<file path="src/rtl/ctf_pkg.sv">
package ctf_pkg;
  function automatic int unsigned idx_width(input int unsigned n);
    return (n > 1) ? $clog2(n) : 1;
  endfunction
endpackage

</file>
<file path="src/rtl/ctf_popcnt.sv">
module ctf_popcnt #(
  parameter int W    = 64,
  parameter int PC_W = $clog2(W + 1)
) (
  input  logic [W-1:0]    vec,
  output logic [PC_W-1:0] cnt
);
  always_comb begin
    cnt = '0;
    for (int i = 0; i < W; i++) cnt = cnt + PC_W'(vec[i]);
  end
endmodule

</file>
<file path="src/rtl/ctf_classify.sv">
module ctf_classify #(
  parameter int CT_W = 64,
  parameter int PC_W = $clog2(CT_W + 1)
) (
  input  logic [CT_W-1:0] diff,
  input  logic [CT_W-1:0] gold,
  output logic [PC_W-1:0] n_sets,
  output logic [PC_W-1:0] n_resets,
  output logic            single
);
  logic [CT_W-1:0] set_mask, rst_mask;
  assign set_mask = diff & ~gold;
  assign rst_mask = diff & gold;

  ctf_popcnt #(.W(CT_W), .PC_W(PC_W)) u_pc_set (.vec(set_mask), .cnt(n_sets));
  ctf_popcnt #(.W(CT_W), .PC_W(PC_W)) u_pc_rst (.vec(rst_mask), .cnt(n_resets));

  logic [PC_W:0] total;
  assign total  = {1'b0, n_sets} + {1'b0, n_resets};
  assign single = (total == (PC_W+1)'(1));
endmodule

</file>
<file path="src/rtl/ctf_pick.sv">
module ctf_pick #(
  parameter int N     = 4,
  parameter int IDX_W = ctf_pkg::idx_width(N)
) (
  input  logic [N-1:0]     pend,
  output logic [N-1:0]     grant,
  output logic [IDX_W-1:0] idx,
  output logic             any
);
  always_comb begin
    grant = '0;
    idx   = '0;
    for (int i = N - 1; i >= 0; i--) begin
      if (pend[i]) begin
        grant    = '0;
        grant[i] = 1'b1;
        idx      = IDX_W'(i);
      end
    end
  end
  assign any = |pend;
endmodule

</file>
<file path="src/rtl/ctf_sat_counter.sv">
module ctf_sat_counter #(
  parameter int CNT_W = 16,
  parameter int INC_W = 7
) (
  input  logic             clk,
  input  logic             rst_n,
  input  logic             clr,
  input  logic             en,
  input  logic [INC_W-1:0] inc,
  output logic [CNT_W-1:0] cnt
);
  localparam int SUM_W = ((CNT_W > INC_W) ? CNT_W : INC_W) + 1;
  localparam logic [SUM_W-1:0] TOP = (SUM_W'(1) << CNT_W) - SUM_W'(1);

  logic [CNT_W-1:0] cnt_q, cnt_d;
  logic [SUM_W-1:0] sum;

  assign sum = SUM_W'(cnt_q) + SUM_W'(inc);

  always_comb begin
    cnt_d = cnt_q;
    if (clr)     cnt_d = '0;
    else if (en) cnt_d = (sum > TOP) ? TOP[CNT_W-1:0] : sum[CNT_W-1:0];
  end

  always_ff @(posedge clk or negedge rst_n) begin
    if (!rst_n) cnt_q <= '0;
    else        cnt_q <= cnt_d;
  end

  assign cnt = cnt_q;

  a_r8_no_wrap: assert property (@(posedge clk) disable iff (!rst_n)
    !clr |=> cnt_q >= $past(cnt_q));
  a_r9_clear: assert property (@(posedge clk) disable iff (!rst_n)
    clr |=> cnt_q == '0);
endmodule

</file>
<file path="src/rtl/ct_fault_classifier.sv">
module ct_fault_classifier #(
  parameter int N_INST = 4,
  parameter int CT_W   = 64,
  parameter int CNT_W  = 16,
  parameter int IDX_W  = ctf_pkg::idx_width(N_INST),
  parameter int PC_W   = $clog2(CT_W + 1)
) (
  input  logic                   clk,
  input  logic                   rst_n,
  input  logic                   clr,
  input  logic                   in_valid,
  output logic                   in_ready,
  input  logic [CT_W-1:0]        ref_ct,
  input  logic [N_INST*CT_W-1:0] inst_ct,
  output logic                   rec_valid,
  input  logic                   rec_ready,
  output logic [IDX_W-1:0]       rec_idx,
  output logic [CT_W-1:0]        rec_diff,
  output logic [PC_W-1:0]        rec_sets,
  output logic [PC_W-1:0]        rec_resets,
  output logic                   rec_single,
  output logic [CNT_W-1:0]       cnt_sets,
  output logic [CNT_W-1:0]       cnt_resets,
  output logic [CNT_W-1:0]       cnt_valid,
  output logic [CNT_W-1:0]       cnt_invalid
);
  logic [CT_W-1:0]   gold_q, gold_d;
  logic [CT_W-1:0]   diff_q [N_INST];
  logic [CT_W-1:0]   diff_d [N_INST];
  logic [CT_W-1:0]   diff_in [N_INST];
  logic [N_INST-1:0] pend_q, pend_d, nz_in, grant;
  logic              any, take, pop;

  for (genvar g = 0; g < N_INST; g++) begin : g_diff
    assign diff_in[g] = inst_ct[g*CT_W +: CT_W] ^ ref_ct;
    assign nz_in[g]   = |diff_in[g];
  end

  ctf_pick #(.N(N_INST), .IDX_W(IDX_W)) u_pick (
    .pend(pend_q), .grant(grant), .idx(rec_idx), .any(any)
  );

  assign in_ready  = ~any;
  assign rec_valid = any;
  assign take      = in_valid & in_ready;
  assign pop       = rec_valid & rec_ready;

  always_comb begin
    gold_d = gold_q;
    pend_d = pend_q;
    for (int i = 0; i < N_INST; i++) diff_d[i] = diff_q[i];
    if (take) begin
      gold_d = ref_ct;
      pend_d = nz_in;
      for (int i = 0; i < N_INST; i++) diff_d[i] = diff_in[i];
    end else if (pop) begin
      pend_d = pend_q & ~grant;
    end
  end

  always_ff @(posedge clk or negedge rst_n) begin
    if (!rst_n) begin
      gold_q <= '0;
      pend_q <= '0;
      for (int i = 0; i < N_INST; i++) diff_q[i] <= '0;
    end else begin
      gold_q <= gold_d;
      pend_q <= pend_d;
      for (int i = 0; i < N_INST; i++) diff_q[i] <= diff_d[i];
    end
  end

  assign rec_diff = diff_q[rec_idx];

  ctf_classify #(.CT_W(CT_W), .PC_W(PC_W)) u_cls (
    .diff(rec_diff), .gold(gold_q),
    .n_sets(rec_sets), .n_resets(rec_resets), .single(rec_single)
  );

  ctf_sat_counter #(.CNT_W(CNT_W), .INC_W(PC_W)) u_cnt_set (
    .clk(clk), .rst_n(rst_n), .clr(clr), .en(pop), .inc(rec_sets), .cnt(cnt_sets)
  );
  ctf_sat_counter #(.CNT_W(CNT_W), .INC_W(PC_W)) u_cnt_rst (
    .clk(clk), .rst_n(rst_n), .clr(clr), .en(pop), .inc(rec_resets), .cnt(cnt_resets)
  );
  ctf_sat_counter #(.CNT_W(CNT_W), .INC_W(1)) u_cnt_val (
    .clk(clk), .rst_n(rst_n), .clr(clr), .en(pop & rec_single), .inc(1'b1), .cnt(cnt_valid)
  );
  ctf_sat_counter #(.CNT_W(CNT_W), .INC_W(1)) u_cnt_inv (
    .clk(clk), .rst_n(rst_n), .clr(clr), .en(pop & ~rec_single), .inc(1'b1), .cnt(cnt_invalid)
  );

  a_r2_nonzero_diff: assert property (@(posedge clk) disable iff (!rst_n)
    rec_valid |-> rec_diff != '0);
  a_r5_hold: assert property (@(posedge clk) disable iff (!rst_n)
    (rec_valid && !rec_ready) |=> (rec_valid && $stable(rec_idx) && $stable(rec_diff)));
  a_r5_ascending: assert property (@(posedge clk) disable iff (!rst_n)
    (rec_valid && rec_ready) |=> (!rec_valid || rec_idx > $past(rec_idx)));
  a_r6_busy: assert property (@(posedge clk) disable iff (!rst_n)
    rec_valid |-> !in_ready);
  a_r4_single_bit: assert property (@(posedge clk) disable iff (!rst_n)
    (rec_valid && rec_single) |-> $countones(rec_diff) == 1);
endmodule

</file>
<file path="config.mk">
export PLATFORM = sky130hd
export DESIGN_NAME = ct_fault_classifier
export DESIGN_NICKNAME = d
export VERILOG_FILES = /design/src/rtl/ctf_pkg.sv /design/src/rtl/ctf_popcnt.sv /design/src/rtl/ctf_classify.sv /design/src/rtl/ctf_pick.sv /design/src/rtl/ctf_sat_counter.sv /design/src/rtl/ct_fault_classifier.sv
export SDC_FILE = /design/constraint.sdc
export NUM_CORES = 1
export LEC_CHECK = 0
export BUFFER_PORTS_ARGS = -buffer_cell sky130_fd_sc_hd__clkbuf_2
export CAP_MARGIN = 20
export CORE_AREA = 2 2 160 319
export DETAILED_ROUTE_END_ITERATION = 8
export DIE_AREA = 0 0 162 321
export PLACE_DENSITY = 0.83
export SYNTH_ARGS = -nofsm -noshare
export SYNTH_HDL_FRONTEND = slang
export SYNTH_SLANG_ARGS = --single-unit
</file>
<file path="constraint.sdc">
create_clock -name clk -period 12.1 [get_ports clk]
set_clock_uncertainty 0.15 [all_clocks]
set_input_delay 2.42 -clock clk [delete_from_list [all_inputs] [get_ports clk]]
set_output_delay 2.42 -clock clk [all_outputs]
set_load 0.1 [all_outputs]
</file>
Word level (Yosys, flattened, before mapping)

Cells that the tools add are included.

Bitwise gates (word level): 16
Equal/unequal tests: 1
Muxes and demuxes: 25
Add/sub/neg operators: 131
Reduce and logical (&&, ||, !) cells: 9
Magnitude comparators: 5

Operator list:

| kind                                                                    | number |
|---|---|
| 7-bit by 1-bit adder with 7-bit output                                  | 114 |
| 64-bit OR reduction                                                     | 4 |
| 64-bit XOR                                                              | 4 |
| 16-bit two-way mux                                                      | 12 |
| 64-bit AND                                                              | 2 |
| 64-bit binary-select mux with 2-bit select                              | 1 |
| 64-bit two-way mux                                                      | 2 |
| 17-bit by 16-bit > comparator with 1-bit output (second input constant) | 4 |
| 64-bit inverter                                                         | 1 |
| 16-bit by 1-bit adder with 17-bit output (second input constant)        | 2 |
| 16-bit by 7-bit adder with 17-bit output                                | 2 |
| 4-bit two-way mux                                                       | 6 |
| 6-bit by 1-bit adder with 7-bit output                                  | 2 |
| 5-bit by 1-bit adder with 6-bit output                                  | 2 |
| 4-bit by 1-bit adder with 5-bit output                                  | 2 |
| 3-bit by 1-bit adder with 4-bit output                                  | 2 |
| 7-bit by 7-bit adder with 8-bit output                                  | 1 |
| 8-bit by 1-bit == test with 1-bit output (second input constant)        | 1 |
| 2-bit two-way mux                                                       | 4 |
| 2-bit nonzero test                                                      | 4 |
| 2-bit by 1-bit adder with 3-bit output                                  | 2 |
| 1-bit by 1-bit adder with 2-bit output                                  | 2 |
| 1-bit AND                                                               | 4 |
| 4-bit AND                                                               | 1 |
| other kinds (5)                                                         | 6 |

Output and inout port bits: 147
Register bits: 388
Word-level logic and storage cells: 197
Bits of input ports: 325

Longest topological paths before layout

Word-level depth: 78
Gate-level depth with buffers: 38
Gate-level depth less buffers: 35

By module

A second synthesis with hierarchy kept.

Cell total of the unflattened synthesis: 2538
Area, all modules: 24631.1 um2

Modules (own cells, without submodules):

| module                           | instances | area an instance (um2) | cells an instance | seq. area each (um2) |
|---|---|---|---|---|
| ct_fault_classifier              | 1         | 16026.6                | 1601              | 8107.8 |
| ctf_sat_counter at u_cnt_rst ... | 2         | 1127.3                 | 119               | 400.4 |
| ctf_sat_counter at u_cnt_inv ... | 2         | 934.6                  | 100               | 400.4 |
| ctf_popcnt at u_cls.u_pc_rst     | 1         | 1729.2                 | 172               | 0.0 |
| ctf_popcnt at u_cls.u_pc_set     | 1         | 1727.9                 | 173               | 0.0 |
| ctf_classify                     | 1         | 964.7                  | 144               | 0.0 |
| ctf_pick                         | 1         | 58.8                   | 10                | 0.0 |

Worst setup path after synthesis

No wires, ideal clock.

Kind: register to output
Start point: register pend_q[0]
End point: output rec_single
Path buffers: 3
Arrival time: 11.133 ns
Data required time: 9.530 ns
Path slack: -1.603 ns
Stages on the path, launching flop included: 29
Cells stage by stage: dfrtp_1 nor3_1 buf_2 buf_4 buf_4 mux4_2 and2_1 fa_1 inv_1 fa_1 inv_1 fa_1 fa_1 fa_1 fa_1 fa_1 inv_1 fa_1 inv_1 ha_1 a21o_1 a21oi_1 o21bai_1 a21oi_1 xnor2_1 ha_1 nor4b_1 nand3_1 nor2_1

Elaborated cells between the ends (all ways): 135
Those cells by class: add/sub: 127; eq/ne: 1; mux: 4; bitwise: 3

RTL lines:

| item                                                   | line                      | source |
|---|---|---|
| start, declared                                        | ct_fault_classifier.sv:31 | `logic [N_INST-1:0] pend_q, pend_d, nz_in, grant;` |
| start signal, assigned                                 | ct_fault_classifier.sv:68 | `pend_q <= pend_d;` |
| 2-bit two-way mux                                      | ctf_pick.sv:14            | `if (pend[i]) begin` |
| named net rec_idx[1]                                   | ct_fault_classifier.sv:17 | `output logic [IDX_W-1:0] rec_idx,` |
| 2-bit inverter with 3-bit output (implied by the code) | ct_fault_classifier.sv:73 | `assign rec_diff = diff_q[rec_idx];` |
| 64-bit binary-select mux with 2-bit select             | ct_fault_classifier.sv:73 |  |
| 64-bit two-way mux (implied by the code) (2 in a row)  | ct_fault_classifier.sv:73 |  |
| named net rec_diff[27]                                 | ct_fault_classifier.sv:18 | `output logic [CT_W-1:0] rec_diff,` |
| 64-bit AND                                             | ctf_classify.sv:13        | `assign rst_mask = diff & gold;` |
| 7-bit by 1-bit adder with 7-bit output (37 in a row)   | ctf_popcnt.sv:10          | `for (int i = 0; i < W; i++) cnt = cnt + PC_W'(vec[i]);` |
| named net rec_resets[5]                                | ct_fault_classifier.sv:20 | `output logic [PC_W-1:0] rec_resets,` |
| 7-bit by 7-bit adder with 8-bit output                 | ctf_classify.sv:19        | `assign total = {1'b0, n_sets} + {1'b0, n_resets};` |
| 8-bit by 1-bit == test with 1-bit output               | ctf_classify.sv:20        | `assign single = (total == (PC_W+1)'(1));` |
| end, declared                                          | ct_fault_classifier.sv:21 | `output logic rec_single,` |

The timed path passes the listed nets, and every way through them passes these cells. The select of a mux whose other input is x is not followed.

Worst setup path after layout

Start point: register pend_q[2]
End point: output rec_single

Cells in the longest elaborated chain, start to end: 73
Elaborated cells between the ends (all ways): 137
Those cells by class: add/sub: 127; eq/ne: 1; mux: 6; bitwise: 3

Ends and longest elaborated chain:

| item                                                     | line |
|---|---|
| 2-bit two-way mux * (3 in a row)                         | ctf_pick.sv:14 |
| 2-bit inverter with 3-bit output (implied by the code) * | ct_fault_classifier.sv:73 |
| 64-bit binary-select mux with 2-bit select *             | ct_fault_classifier.sv:73 |
| 64-bit two-way mux (implied by the code) * (2 in a row)  | ct_fault_classifier.sv:73 |
| 64-bit AND, on equally long branches                     | ctf_classify.sv:12, ctf_classify.sv:13 |
| 1-bit by 1-bit adder with 2-bit output                   | ctf_popcnt.sv:10 |
| 2-bit by 1-bit adder with 3-bit output                   | ctf_popcnt.sv:10 |
| 3-bit by 1-bit adder with 4-bit output                   | ctf_popcnt.sv:10 |
| 4-bit by 1-bit adder with 5-bit output                   | ctf_popcnt.sv:10 |
| 5-bit by 1-bit adder with 6-bit output                   | ctf_popcnt.sv:10 |
| 6-bit by 1-bit adder with 7-bit output                   | ctf_popcnt.sv:10 |
| 7-bit by 1-bit adder with 7-bit output (57 in a row)     | ctf_popcnt.sv:10 |
| 7-bit by 7-bit adder with 8-bit output *                 | ctf_classify.sv:19 |
| 8-bit by 1-bit == test with 1-bit output *               | ctf_classify.sv:20 |

Every way passes the cells marked *; elsewhere a longest branch is shown, timed or not. The select of a mux whose other input is x is not followed.

==> qor.csv <==
metric,value,unit
status,completed,
rows,116,
hp-start,diff_q[107]$_DFFE_PN0P_,
avgSynthCellArea,9.40,sq um
viasPerCell,5.85,
grt_overflow,0,
layout_common_cells,"clkbuf_2 (469), nand2_1 (422), dfrtp_1 (388), nor2_1 (341), o21ai_0 (197)",
clk_pin_slew,70,ps
cts_buffer_depth,3,
cp.arrival,9190,ps
ys_types,70,
grt_usage,35.7,%
finalCritPeriodShare,97.2,%
synth_flop_cell,dfrtp_1,
grt_pass1_vias,20683,
start_util,49.5,%
worstReg2RegStart,pend_q[2]$_DFFE_PN0P_,
ant_nets,0,
yosys_warnings,0,
synth_async_sr_flop_share,100,%
vias,21376,
hold_buffers,0,
core,49600,sq um
fmax,85.0,MHz
fill_cells,4299,
die_y,321,um
drc,0,
die-area,52000,sq um
rsz0062_at_grt,no,
grt_pass1_wl,135000,um
maxCapViolCount,0,
final_cell_area,28800,sq um
start_kind,flip-flop,
clk_latency,560,ps
slew_viol_final,0,
worstReg2RegEnd,u_cnt_inv.cnt[9]$_DFFE_PN0P_,
grt_max_degree,141,
endpoint_kind,output port,
cp.required,9530,ps
setup_viol,0,
dp_hpwl,75300,um
fin_util,58.0,%
gp_congestion,1.03,
worstPathMaxFanout,10,
min_path_type,reg2reg,
period_needed,11760,ps
ys_ff_latch,388,
finalSetupTns,0,ps
worstHoldPathCells,2,
dp_cells,3581,
synthesis.area,24600,sq um
tightest_slew,1110,ps
numCtsBuffers,37,
ys_seq_area_share,39.5,%
htreeDepth,2,
cpMaxStageDelayCell,fa_1,
worstSetupPathType,reg2out,
synthToLayoutAreaGrowth,17.2,%
io_pins,472,
syn_inst,2614,
r2r_setup_slack,2140,ps
synth_nets,3107,
antenna_found_initial,7,
final_common_cell,clkbuf_2,
max-slew-margin-rel,25.7,%
finalNetCount,3472,
critPathTopFamily,adder cells,
cp_num_buf_inv,5,
cts_root_buffer,clkbuf_16,
cts_tree,done,
place_area,27300,sq um
finalNonFillerCells,3657,
numClockSinks,388,
slowest_delay,600,ps
cp_common_cell,fa_1,
synth_edf_count,0,
layout-drive-gt1-share,22.4,%
wl_per_cell,25.6,um
port_buffers,471,
min_to,diff_q[107]$_DFFE_PN0P_,
hold_violations,0,
drt_first_pass_iters,6,
ff2ff_path_depth,32,
detailedRoute.firstIterationViolations,2712,
die_w,162,um
drt_wl_total,93600,um
[worst max-delay path by stage]
stage / start / to / cells past startpoint
finish: pend_q[2]$_DFFE_PN0P_ / rec_single / 29
global route: pend_q[2]$_DFFE_PN0P_ / rec_single / 33
CTS: pend_q[0]$_DFFE_PN0P_ / rec_single / 29
detailed placement: pend_q[2]$_DFFE_PN0P_ / rec_single / 31
global placement: pend_q[2]$_DFFE_PN0P_ / rec_single / 29
floorplan: pend_q[2]$_DFFE_PN0P_ / rec_single / 33
[logic make-up after synthesis]
kind of cell    count (synthesis)  share of synthesized area, %
buf+inv                       316                          5.24
compound gates                326                          7.85
xor+xnor                      277                          9.88
fa+ha+maj                     168                          12.0
flops                         388                          39.5
mux                            68                          6.04
simple gates                 1071                          19.5
[stage by stage]
step,hold WS (ps),setup slack [ps]
5_1_grt,349,22.3
3_3_place_gp,307,646
2_1_floorplan,295,36.2
6_report,327,340
4_1_cts,330,84.4
3_5_place_dp,316,470
[synth_stat cells (32+ instances only)]
cell type,number,share of area (%)
clkbuf_1,108,1.7
xnor2_1,171,6.1
nor2b_1,32,0.82
nor2_1,345,5.3
o21ai_0,198,4.0
nand4_1,56,1.4
inv_1,142,2.2
nand2_1,423,6.5
mux4_2,64,5.9
ha_1,57,2.9
dfrtp_1,388,40
nand2b_1,44,1.1
buf_2,57,1.2
fa_1,111,9.0
xor2_1,106,3.8
nor4_1,38,0.97
[final cells by class]
class | instances | area (sq um) | share of cell area, %
Tap cell | 649 | 812 | 2.82
Clock buffer | 48 | 1070 | 3.71
Multi-Input combinational cell | 1910 | 13700 | 47.6
Sequential cell | 388 | 9710 | 33.7
Antenna cell | 3 | 7.51 | 0.0261
Clock inverter | 17 | 218 | 0.757
Timing Repair Buffer | 499 | 2720 | 9.44
Inverter | 143 | 537 | 1.87
[state kept, by name, indices dropped and copies added, names as in the netlist]
register and cells:
diff_q 256, gold_q 64, u_cnt_inv.cnt 16, u_cnt_rst.cnt 16, u_cnt_set.cnt 16, u_cnt_val.cnt 16
pend_q 4
[tightest hold or removal path, cell delays in order (launching register included)]
cell and delay, ps:
dfrtp_1 340, nand2_1 50, o21ai_0 60
[metal layers]
layer  GRT usage (%)  part of all wire (%)  wire length (um)
met5               0                 0.029                27
met4            23.9                   8.5              8000
met3            9.05                    12             10800
met2            56.7                    46             43100
met1            42.7                    34             31700
[what timing repair did]
item,4_1_cts,5_1_grt
gates resized for setup,0,12
buffers inserted,2,3
pin swaps,1,3
gates cloned,0,2
setup endpoints to repair,1,1
Power is left out: the tool's default activity adds up to more than one toggle a clock period on the data nets, which glitch-free logic cannot reach.
